==> src/rtl/pcb_pkg.sv <==
package pcb_pkg;
  localparam int ADDR_W = 12;
  localparam int DATA_W = 64;

  localparam logic [ADDR_W-1:0] OFF_EN_SET  = 12'hC00;
  localparam logic [ADDR_W-1:0] OFF_EN_CLR  = 12'hC20;
  localparam logic [ADDR_W-1:0] OFF_IE_SET  = 12'hC40;
  localparam logic [ADDR_W-1:0] OFF_IE_CLR  = 12'hC60;
  localparam logic [ADDR_W-1:0] OFF_OVF_CLR = 12'hC80;
  localparam logic [ADDR_W-1:0] OFF_OVF_RD  = 12'hCC0;
  localparam logic [ADDR_W-1:0] OFF_CFG     = 12'hE00;
  localparam logic [ADDR_W-1:0] OFF_GLOB    = 12'hE04;
  localparam logic [ADDR_W-1:0] OFF_IRQCTL  = 12'hE50;

  typedef enum logic [2:0] {
    RD_NONE, RD_CTR, RD_EN, RD_IE, RD_OVF, RD_CFG, RD_GLOB, RD_IRQC
  } rdKind_t;

  // Strobes from address decode to the datapath
  typedef struct packed {
    logic              ctrWr;
    logic [5:0]        idx;
    logic              enSet;
    logic              enClr;
    logic              ieSet;
    logic              ieClr;
    logic              ovfClr;
    logic              globWr;
    logic              irqCtlWr;
    rdKind_t           rdKind;
    logic [DATA_W-1:0] data;
  } strobe_t;
endpackage

==> src/rtl/pcb_ctrl.sv <==
module pcb_ctrl
  import pcb_pkg::*;
#(
  parameter int NUM_CTR   = 8,
  parameter int CTR_WIDTH = 48
) (
  input  logic              clk,
  input  logic              rstN,
  input  logic [ADDR_W-1:0] regAddr,
  input  logic              regWrEn,
  input  logic [DATA_W-1:0] regWrData,
  output strobe_t           stb
);
  localparam int STRIDE_LOG2 = (CTR_WIDTH > 32) ? 3 : 2;
  localparam int CTR_SPAN    = NUM_CTR << STRIDE_LOG2;

  logic       ctrHit;
  logic [5:0] ctrIdx;

  always_comb begin
    ctrHit = (regAddr < ADDR_W'(CTR_SPAN)) &&
             (regAddr[STRIDE_LOG2-1:0] == '0);
    ctrIdx = 6'(regAddr >> STRIDE_LOG2);
  end

  always_comb begin
    stb        = '0;
    stb.data   = regWrData;
    stb.idx    = ctrIdx;
    stb.rdKind = RD_NONE;
    if (ctrHit) begin
      stb.rdKind = RD_CTR;
      stb.ctrWr  = regWrEn;
    end else begin
      unique case (regAddr)
        OFF_EN_SET:  begin stb.rdKind = RD_EN;   stb.enSet    = regWrEn; end
        OFF_EN_CLR:  begin stb.rdKind = RD_EN;   stb.enClr    = regWrEn; end
        OFF_IE_SET:  begin stb.rdKind = RD_IE;   stb.ieSet    = regWrEn; end
        OFF_IE_CLR:  begin stb.rdKind = RD_IE;   stb.ieClr    = regWrEn; end
        OFF_OVF_CLR: begin stb.ovfClr = regWrEn; end
        OFF_OVF_RD:  begin stb.rdKind = RD_OVF; end
        OFF_CFG:     begin stb.rdKind = RD_CFG; end
        OFF_GLOB:    begin stb.rdKind = RD_GLOB; stb.globWr   = regWrEn; end
        OFF_IRQCTL:  begin stb.rdKind = RD_IRQC; stb.irqCtlWr = regWrEn; end
        default: ;
      endcase
    end
  end

  // at most one state-changing strobe per write
  no_multi_strobe_chk: assert property (@(posedge clk) disable iff (!rstN)
    $countones({stb.ctrWr, stb.enSet, stb.enClr, stb.ieSet, stb.ieClr,
                stb.ovfClr, stb.globWr, stb.irqCtlWr}) <= 1);

  // no strobe without a write
  no_idle_strobe_chk: assert property (@(posedge clk) disable iff (!rstN)
    !regWrEn |-> !(stb.ctrWr || stb.enSet || stb.enClr || stb.ieSet ||
                   stb.ieClr || stb.ovfClr || stb.globWr || stb.irqCtlWr));
endmodule

==> src/rtl/pcb_datapath.sv <==
module pcb_datapath
  import pcb_pkg::*;
#(
  parameter int NUM_CTR       = 8,
  parameter int CTR_WIDTH     = 48,
  parameter bit GLOBAL_FILTER = 1'b1
) (
  input  logic               clk,
  input  logic               rstN,
  input  strobe_t            stb,
  input  logic [NUM_CTR-1:0] qualify,
  output logic [DATA_W-1:0]  rdData,
  output logic               irqOut
);
  logic [CTR_WIDTH-1:0] cnt [NUM_CTR];
  logic [NUM_CTR-1:0]   enMask, ieMask, ovfMask;
  logic [NUM_CTR-1:0]   incVec, wrapVec, wrVec;
  logic                 globEn, irqEn;
  logic [NUM_CTR-1:0]   wMask;

  assign wMask = stb.data[NUM_CTR-1:0];

  for (genvar i = 0; i < NUM_CTR; i++) begin : g_ctr
    assign wrVec[i]   = stb.ctrWr && (stb.idx == 6'(i));
    assign incVec[i]  = globEn && enMask[i] && qualify[i] && !wrVec[i];
    assign wrapVec[i] = incVec[i] && (&cnt[i]);

    always_ff @(posedge clk or negedge rstN) begin
      if (!rstN)          cnt[i] <= '0;
      else if (wrVec[i])  cnt[i] <= stb.data[CTR_WIDTH-1:0];
      else if (incVec[i]) cnt[i] <= cnt[i] + 1'b1;
    end


    ctr_hold_chk: assert property (@(posedge clk) disable iff (!rstN)
      !(wrVec[i] || (globEn && enMask[i] && qualify[i])) |=> $stable(cnt[i]));


    ovf_cause_chk: assert property (@(posedge clk) disable iff (!rstN)
      $rose(ovfMask[i]) |-> $past(globEn && enMask[i] && qualify[i] &&
                                  !wrVec[i] && (&cnt[i])));


    wr_wins_chk: assert property (@(posedge clk) disable iff (!rstN)
      wrVec[i] |=> (cnt[i] == $past(stb.data[CTR_WIDTH-1:0])));
  end

  always_ff @(posedge clk or negedge rstN) begin
    if (!rstN) begin
      enMask  <= '0;
      ieMask  <= '0;
      ovfMask <= '0;
      globEn  <= 1'b0;
      irqEn   <= 1'b0;
    end else begin
      if (stb.enSet)         enMask <= enMask | wMask;
      else if (stb.enClr)    enMask <= enMask & ~wMask;
      if (stb.ieSet)         ieMask <= ieMask | wMask;
      else if (stb.ieClr)    ieMask <= ieMask & ~wMask;
      ovfMask <= (stb.ovfClr ? (ovfMask & ~wMask) : ovfMask) | wrapVec;
      if (stb.globWr)        globEn <= stb.data[0];
      if (stb.irqCtlWr)      irqEn  <= stb.data[0];
    end
  end

  assign irqOut = irqEn && |(ovfMask & ieMask);

  always_comb begin
    rdData = '0;
    unique case (stb.rdKind)
      RD_CTR: begin
        for (int i = 0; i < NUM_CTR; i++)
          if (stb.idx == 6'(i)) rdData = DATA_W'(cnt[i]);
      end
      RD_EN:   rdData = DATA_W'(enMask);
      RD_IE:   rdData = DATA_W'(ieMask);
      RD_OVF:  rdData = DATA_W'(ovfMask);
      RD_CFG: begin
        rdData[5:0]  = 6'(NUM_CTR - 1);
        rdData[13:8] = 6'(CTR_WIDTH - 1);
        rdData[23]   = GLOBAL_FILTER;
      end
      RD_GLOB: rdData[0] = globEn;
      RD_IRQC: rdData[0] = irqEn;
      default: ;
    endcase
  end


  en_hold_chk: assert property (@(posedge clk) disable iff (!rstN)
    !(stb.enSet || stb.enClr) |=> $stable(enMask));


  ie_hold_chk: assert property (@(posedge clk) disable iff (!rstN)
    !(stb.ieSet || stb.ieClr) |=> $stable(ieMask));


  ovf_sticky_chk: assert property (@(posedge clk) disable iff (!rstN)
    !stb.ovfClr |=> ((ovfMask & $past(ovfMask)) == $past(ovfMask)));


  irq_gate_chk: assert property (@(posedge clk) disable iff (!rstN)
    irqOut |-> (irqEn && (ovfMask != '0)));
endmodule

==> src/rtl/perf_counter_bank.sv <==
module perf_counter_bank
  import pcb_pkg::*;
#(
  parameter int NUM_CTR       = 8,
  parameter int CTR_WIDTH     = 48,
  parameter bit GLOBAL_FILTER = 1'b1
) (
  input  logic               clk,
  input  logic               rstN,
  input  logic [11:0]        regAddr,
  input  logic               regWrEn,
  input  logic [63:0]        regWrData,
  output logic [63:0]        regRdData,
  input  logic [NUM_CTR-1:0] qualify,
  output logic               irqOut
);
  strobe_t stb;

  pcb_ctrl #(.NUM_CTR(NUM_CTR), .CTR_WIDTH(CTR_WIDTH)) u_ctrl (
    .clk(clk), .rstN(rstN), .regAddr(regAddr), .regWrEn(regWrEn),
    .regWrData(regWrData), .stb(stb)
  );

  pcb_datapath #(.NUM_CTR(NUM_CTR), .CTR_WIDTH(CTR_WIDTH),
                 .GLOBAL_FILTER(GLOBAL_FILTER)) u_dp (
    .clk(clk), .rstN(rstN), .stb(stb), .qualify(qualify),
    .rdData(regRdData), .irqOut(irqOut)
  );
endmodule

==> config.mk <==
export PLATFORM = sky130hd
export DESIGN_NAME = perf_counter_bank
export DESIGN_NICKNAME = d
export VERILOG_FILES = /design/src/rtl/pcb_pkg.sv /design/src/rtl/pcb_ctrl.sv /design/src/rtl/pcb_datapath.sv /design/src/rtl/perf_counter_bank.sv
export SDC_FILE = /design/constraint.sdc
export NUM_CORES = 1
export LEC_CHECK = 0
export BUFFER_PORTS_ARGS = -buffer_cell sky130_fd_sc_hd__buf_2
export CORE_ASPECT_RATIO = 0.5
export CORE_MARGIN = 2
export CORE_UTILIZATION = 45
export CTS_CLUSTER_DIAMETER = 120
export CTS_CLUSTER_SIZE = 20
export DETAILED_ROUTE_END_ITERATION = 8
export HOLD_SLACK_MARGIN = 0.05
export SYNTH_ARGS = -nofsm -noshare
export SYNTH_HDL_FRONTEND = slang
export SYNTH_HIERARCHICAL = 1
export SYNTH_SLANG_ARGS = --single-unit
==> constraint.sdc <==
create_clock -name clk -period 2.4 [get_ports clk]
set_input_delay 0 -clock clk [delete_from_list [all_inputs] [get_ports clk]]
set_output_delay 0 -clock clk [all_outputs]
set_load 0.02 [all_outputs]
**After elaboration in Yosys (flattened, before gate mapping)**

Index checks and enable logic that the tools add are counted.

- Flip-flop bits (word level): 410
- Output and inout bits: 65
- Word-level logic and storage cells: 173

- Multiplexer cells: 47
- Magnitude comparators: 1
- Bitwise operators: 8
- Add/sub/neg operators: 8
- Reductions and logical operators: 73
- Eq/ne operators: 23

Operators by type and width:

| cell | count |
|---|---|
| 48-bit two-way mux | 17 |
| 64-bit two-way mux | 7 |
| 48-bit by 1-bit adder with 48-bit output, second input constant | 8 |
| 48-bit AND reduction | 8 |
| 12-bit equality test, second input constant | 9 |
| 1-bit logical AND | 42 |
| 40-bit two-way mux | 1 |
| 8-bit two-way mux | 5 |
| 8-bit AND | 4 |
| 5-bit case mux with 5 select lines | 1 |
| 6-bit by 3-bit equality test with 1-bit output, second input constant | 4 |
| 8-bit OR | 3 |
| 2-bit nonzero test | 10 |
| 3-bit case mux with 6 select lines | 1 |
| 3-bit equality test, second input constant | 4 |
| 6-bit by 2-bit equality test with 1-bit output, second input constant | 2 |
| 12-bit by 7-bit < comparator with 1-bit output, second input constant | 1 |
| 6-bit case mux with 2 select lines | 1 |
| 9-bit two-way mux | 1 |
| 1-bit logical NOT | 8 |
| 1-bit two-way mux | 8 |
| 8-bit NOT | 1 |
| 2-bit case mux with 4 select lines | 1 |
| 8-bit OR reduction | 1 |
| 10 further kinds | 12 |

**Depth between registers and ports, before layout**

Gate-level depths: netlist of the first run.

- Depth in word-level cells: 10
- Depth in mapped cells: 11

**By module**

The synthesis of the first run kept the hierarchy.

By module, submodules not included:

| module | sequential area each (µm²) | cells each | instances | area an instance (µm²) |
|---|---|---|---|---|
| pcb_datapath | 10259.8 | 3121 | 1 | 26132.6 |
| pcb_ctrl | 0.0 | 114 | 1 | 798.3 |

**Worst setup path before layout of the first run**

Ideal clock, no wire load.

- Kind: input to output
- Start point: in regAddr[6]
- End point: out regRdData[0]
- Buffers on the path: 1
- Setup slack: -192 ps
- Data arrival time: 2592 ps
- Cell stages on the path: 9
- Cell sequence: buf_6 or3b_1 a21o_1 a2111oi_2 clkinv_1 nor2_1 a21o_1 a222oi_1 a21oi_1

RTL lines:

| item | RTL line | source |
|---|---|---|
| from (decl) | perf_counter_bank.sv:10 | `input logic [11:0] regAddr,` |
| to (decl) | perf_counter_bank.sv:13 | `output logic [63:0] regRdData,` |

**Final worst setup path of the first run**

- Start point: reg u_dp/cnt[237] in the netlist's numbering
- End point: out regRdData[45]

- Longest elaborated chain between the ends: 6

Ends and longest elaborated chain:

| item | RTL line | source |
|---|---|---|
| from (decl) | pcb_datapath.sv:15 | `logic [CTR_WIDTH-1:0] cnt [NUM_CTR];` |
| from (signal, indexed assignment) | pcb_datapath.sv:30 | `else if (wrVec[i]) cnt[i] <= stb.data[CTR_WIDTH-1:0];` |
| from (signal, indexed assignment) | pcb_datapath.sv:31 | `else if (incVec[i]) cnt[i] <= cnt[i] + 1'b1;` |
| 64-bit two-way mux (5 in a row) | pcb_datapath.sv:73 | `if (stb.idx == 6'(i)) rdData = DATA_W'(cnt[i]);` |
| 40-bit two-way mux | pcb_datapath.sv:70 | `unique case (stb.rdKind)` |

No other way between the ends.

==> flow_metrics.tcl, run 1 <==
set metrics [dict create \
    finClkSkew_ns 0.0252 \
    worstSkewPairLatency_ns 0.59 \
    place_inst 4088 \
    period_minus_slack_ns 2.47 \
    critPathKind "flop to output port" \
    die_w_um 349 \
    maxCapViolCount 0 \
    io_buffers 119 \
    crit_path_end_kind "output port" \
    r2r_slack_ns 0.03 \
    coreArea_um2 59000 \
    cts_sinks 410 \
    critPathLaunchType "flop" \
    first_global_vias 23900 \
    cts.clk_slew.worst_paths_ns 0.10 \
    crit_required_ns 2.40 \
    whs_ns 0.113 \
    place.gp.congestion 1.02 \
    io_pins 152 \
    tightest_slew_ns 0.697 \
    violations "negative setup slack" \
    report.final.slew_viol_count 0 \
    ant_nets 0 \
    r2r_end "u_dp/cnt[42]" \
    synthToLayoutAreaGrowth_pct 16.3 \
    min_from "regAddr[5]" \
    drt-initial-drc-count 3385 \
    rows 63 \
    post-route-util 0.528 \
    grt_max_degree 98 \
    wirelength_mm 106 \
    slew_headroom 0.531 \
    worstPathMaxFanout 2 \
    cts_buffers 24 \
    syn_area_per_cell_um2 8.33 \
    setup_tns_ns -0.121 \
    syn_area_um2 26800 \
    layout.cells.non_filler 4195 \
    min_period_over_period 1.03 \
    rsz0062_at_grt "yes" \
    whs_endpoint "u_dp/globEn" \
    arrival_ns 2.47 \
    wl_per_cell_um 25.3 \
    dp_hpwl_mm 79.1 \
    drive_gt1_frac 0.180 \
    die_area_um2 61700 \
    setup_ws_ns -0.0665 \
    cts_tree "built" \
    cts_root_buf "clkbuf_16" \
    syn-instance-count 3219 \
    vdd_drop_max_mv 0.456 \
    setup_viol 3 \
    fp.dieH_um 177 \
    insertedDiodeCount 0 \
    whs_path_depth 4 \
    yosysWarningCount 6 \
    vias_per_cell 6.12 \
    layout.nets 3513 \
    reg2regPathDepth 7 \
    drc 0 \
    htree_num_levels 1 \
    finalHoldViolCount 0 \
    vias 25700 \
    drt-pass1-iter-count 8 \
    antenna_found_initial 2 \
    start_util 0.454 \
    p_leak_nw 13.0 \
    status "complete, but fails checks" \
    grt.total_usage 0.340 \
    fmax_mhz 405 \
    min_path_type "input port to flop" \
    grt_overflow 0 \
    pwr_density_cell_nw_per_um2 396 \
    r2r-start "u_dp/cnt[4]" \
    cts_buffer_depth 3 \
    grt_pass1_wl_mm 155 \
]
worst max-delay path by stage:
stage                              from       endpoint  slack (ns)  cells after the start
final                     u_dp/cnt[237]  regRdData[45]       -0.07                      6
after global routing      u_dp/cnt[300]  regRdData[12]        -0.1                      7
after CTS                 u_dp/cnt[237]  regRdData[45]       -0.09                      7
after detailed placement    u_dp/globEn  u_dp/cnt[179]        0.02                      8
after global placement      u_dp/globEn  u_dp/cnt[184]        0.06                      8
after floorplan              regAddr[6]  regRdData[12]        0.03                     10
repair_timing:
item / CTS / global route
gates resized for setup: 26 / 68
endpoints found under the hold margin: 818 / 0
hold buffers: 60 / 0
setup endpoints to repair: 14 / 90
setup buffers: 11 / 12
pin swaps: 6 / 15
per-layer routing:
layer  vias to the layer above  share of wire  track usage  wire (um)
li1                      11600              -            -          -
met2                      1329           0.40        0.467      42500
met5                         -              0            0          0
met4                         0          0.020       0.0682       2160
met3                       135           0.15        0.149      15700
met1                     12600           0.43        0.489      45900
state kept, by name, summed over array words and instances, names as in the netlist, named ones only:
name,flops
u_dp/cnt,384
u_dp/ovfMask,8
u_dp/globEn,1
u_dp/irqEn,1
worst max-delay path, cell delays in order, from the launching register on:
cell and delay (ns):
dfrtp_1 0.41, mux4_2 0.50, and2_4 0.21, or3_4 0.36
a21oi_2 0.16, a2111oi_2 0.09, buf_6 0.15
final cells by class:
| type | count | area (um2) |
|---|---|---|
| fillers | 5527 | 27900 |
| multi-input cells | 2477 | 15400 |
| flip-flops and latches | 410 | 10300 |
| repair buffers | 460 | 3750 |
| well taps | 780 | 976 |
| clock buffers | 25 | 626 |
| inverters | 42 | 158 |
| clock inverters | 1 | 11.3 |
report_power, final:
part | total (mW) | internal [mW] | switching, mW
clock network | 4.41 | 1.87 | 2.54
registers | 6.92 | 6.91 | 0.0108
logic | 1.03 | 0.292 | 0.736
total | 12.4 | 9.07 | 3.29
stage by stage:
stage,power [mW],worst slack (ns),area [um2]
floorplan,7.50,0.0320,26900
global placement,7.96,0.0575,29400
detailed placement,7.96,0.0214,29400
CTS,12.4,-0.0906,30800
global route,12.7,-0.0996,31200
finish,12.4,-0.0665,31200
cell usage in the layout, fill, tap and decap left out, drive strengths merged, types with 25 or more instances in the layout:
| master | instances |
|---|---|
| nor4 | 50 |
| inv | 42 |
| a22oi | 49 |
| clkbuf | 25 |
| buf | 401 |
| nor3 | 76 |
| a21oi | 300 |
| nand4 | 122 |
| mux4 | 37 |
| and4 | 29 |
| xor2 | 190 |
| dlygate4sd3 | 59 |
| dfrtp | 410 |
| o221a | 26 |
| nand3 | 156 |
| o21ai | 187 |
| and3 | 69 |
| nand2 | 371 |
| xnor2 | 184 |
| nor2 | 410 |
Note: power is estimated with default switching activity, not from simulation.
==> inputs of run 2 (changes only) <==
--- a/config.mk
+++ b/config.mk
@@ -6,13 +6,16 @@
 export NUM_CORES = 1
 export LEC_CHECK = 0
 export BUFFER_PORTS_ARGS = -buffer_cell sky130_fd_sc_hd__buf_2
+export CELL_PAD_IN_SITES_DETAIL_PLACEMENT = 1
+export CELL_PAD_IN_SITES_GLOBAL_PLACEMENT = 2
 export CORE_ASPECT_RATIO = 0.5
 export CORE_MARGIN = 2
-export CORE_UTILIZATION = 45
+export CORE_UTILIZATION = 35
 export CTS_CLUSTER_DIAMETER = 120
 export CTS_CLUSTER_SIZE = 20
 export DETAILED_ROUTE_END_ITERATION = 8
 export HOLD_SLACK_MARGIN = 0.05
+export PLACE_DENSITY_LB_ADDON = 0.1
 export SYNTH_ARGS = -nofsm -noshare
 export SYNTH_HDL_FRONTEND = slang
 export SYNTH_HIERARCHICAL = 1
==> flow_metrics.tcl, run 2 (synthesis gave the netlist of run 1 again) <==
set metrics [dict create \
    min_path_type "input port to flop" \
    layout.nets 3604 \
    synthToLayoutAreaGrowth_pct 22.8 \
    status "complete, but fails checks" \
    drc 0 \
    coreArea_um2 75500 \
    finClkSkew_ns 0.0318 \
    wl_per_cell_um 28.0 \
    place.gp.congestion 0.958 \
    grt_max_degree 87 \
    multiInputGateArea_um2 15900 \
    grt.total_usage 0.316 \
    worstPathMaxFanout 2 \
    crit_required_ns 2.40 \
    vdd_drop_max_mv 0.520 \
    vias_per_cell 5.83 \
    ant_nets 0 \
    dp_hpwl_mm 95.3 \
    whs_ns 0.0778 \
    antenna_found_initial 13 \
    grt_overflow 0 \
    first_global_vias 25900 \
    period_minus_slack_ns 2.59 \
    cts_root_buf "clkbuf_16" \
    critPathKind "flop to output port" \
    cts.clk_slew.worst_paths_ns 0.09 \
    grt_pass1_wl_mm 183 \
    cts_tree "built" \
    postPlaceCellArea_um2 30300 \
    die_area_um2 79000 \
    drive_gt1_frac 0.228 \
    layout.cells.non_filler 4532 \
    layout_commonest_cell "nor2_1" \
    io_buffers 119 \
    violations "negative setup slack" \
    stdcell_area_um2 32900 \
    wirelength_mm 127 \
    io_pins 152 \
    drt-pass1-iter-count 5 \
    start_util 0.355 \
    min_from "qualify[2]" \
    slew_headroom 0.525 \
    seq_area_um2 10300 \
    rows 71 \
    tightest_slew_ns 0.706 \
    arrival_ns 2.59 \
    largest_register_ff_count 384 \
    cts_sinks 410 \
    setup_viol 8 \
    reg_top3 "u_dp/cnt: 384 flops, u_dp/ovfMask: 8 flops" \
    fillers 8816 \
    post-route-util 0.436 \
    setup_ws_ns -0.191 \
    fp.dieH_um 200 \
    cts_buffer_depth 3 \
    largest-register "u_dp/cnt" \
    report.final.slew_viol_count 0 \
    finalPower_mw 12.7 \
    layout_common_cells "nor2_1 (396), dfrtp_1 (388), nand2_1 (342), buf_4 (333), a21oi_1 (291)" \
    cp-startpoint "u_dp/cnt[237]" \
    finalHoldViolCount 0 \
    r2r-start "u_dp/cnt[304]" \
    htree_num_levels 1 \
    crit_path_end_kind "output port" \
    place_inst 4395 \
    critPathLaunchType "flop" \
    die_w_um 395 \
    fmax_mhz 386 \
    worstSkewPairLatency_ns 0.64 \
    min_period_over_period 1.08 \
    drt-initial-drc-count 2528 \
    vias 26400 \
    maxCapViolCount 0 \
    cts_buffers 24 \
    pwr_density_cell_nw_per_um2 384 \
    rsz0062_at_grt "yes" \
    p_leak_nw 13.8 \
]
-- run 2: changes by cell type in the layout (fill, tap and decap cells not counted), moves of 7 or more --
| cell | delta |
|---|---|
| nor2_1 | -9 |
| nand2_1 | -17 |
| dfrtp_1 | -19 |
| dfrtp_2 | +19 |
| buf_6 | +23 |
| a22oi_1 | -14 |
| buf_4 | +81 |
| a22oi_2 | +14 |
| nand2_4 | +12 |
| buf_12 | +7 |
| buf_2 | -20 |
-- run 2: path summary, 6_finish.rpt --
path	to	slack, ns	depth (start not counted)
max in group asynchronous	u_dp/cnt[217]	1.80	3
min in group asynchronous	u_dp/cnt[7]	0.13	3
setup / recovery	regRdData[45]	-0.19	6
hold reg to reg	flop	0.55	1
hold / removal	u_dp/cnt[240]	0.08	5
setup reg to reg	u_dp/cnt[329]	-0.01	8
-- run 2: stage by stage --
stage	worst slack, ns	TNS [ns]
detailed placement	-0.0930	-0.664
global placement	-0.0500	-0.175
finish	-0.191	-0.553
floorplan	0.0320	0
CTS	-0.199	-1.49
global route	-0.229	-1.14
-- run 2: worst max-delay path: stages, from the launching register on --
cell and delay (ns):
dfrtp_2 0.44, mux4_2 0.58, and2_4 0.19, or3_1 0.32
a21oi_2 0.15, a2111oi_2 0.09, buf_4 0.18
-- run 2: what timing repair did --
action | 4_1_cts | 5_1_grt
pin swaps | 21 | 62
hold endpoints to repair | 819 | 0
hold buffers | 59 | 0
buffers inserted | 18 | 40
cloned | 0 | 0
gates resized for setup | 100 | 169
setup endpoints to repair | 61 | 128
-- run 2: cell type report --
| class | count | share of cell area |
|---|---|---|
| diodes | 4 | 0.000304 |
| clock buffers | 24 | 0.0182 |
| clock inverters | 2 | 0.000836 |
| inverters | 42 | 0.00479 |
| multi-input cells | 2477 | 0.483 |
| flip-flops and latches | 410 | 0.312 |
| well taps | 1022 | 0.0388 |
| repair buffers | 551 | 0.142 |
-- run 2: power by group --
part / switching (mW) / total [mW] / leakage [nW] / internal [mW]
Combinational: 0.827 / 1.14 / 7.80 / 0.313
Clock: 2.78 / 4.59 / 0.309 / 1.81
Sequential: 0.0105 / 6.92 / 5.65 / 6.91
Total: 3.62 / 12.7 / 13.8 / 9.04
-- run 2: layer usage --
metal / global-route usage / vias to the layer above / part of all wire / wire length (um)
li1: - / 11700 / - / -
met1: 0.477 / 13600 / 0.49 / 61800
met2: 0.435 / 963 / 0.39 / 49600
met3: 0.111 / 121 / 0.10 / 13300
met4: 0.0476 / 4 / 0.017 / 2100
met5: 0 / - / 0.00027 / 34
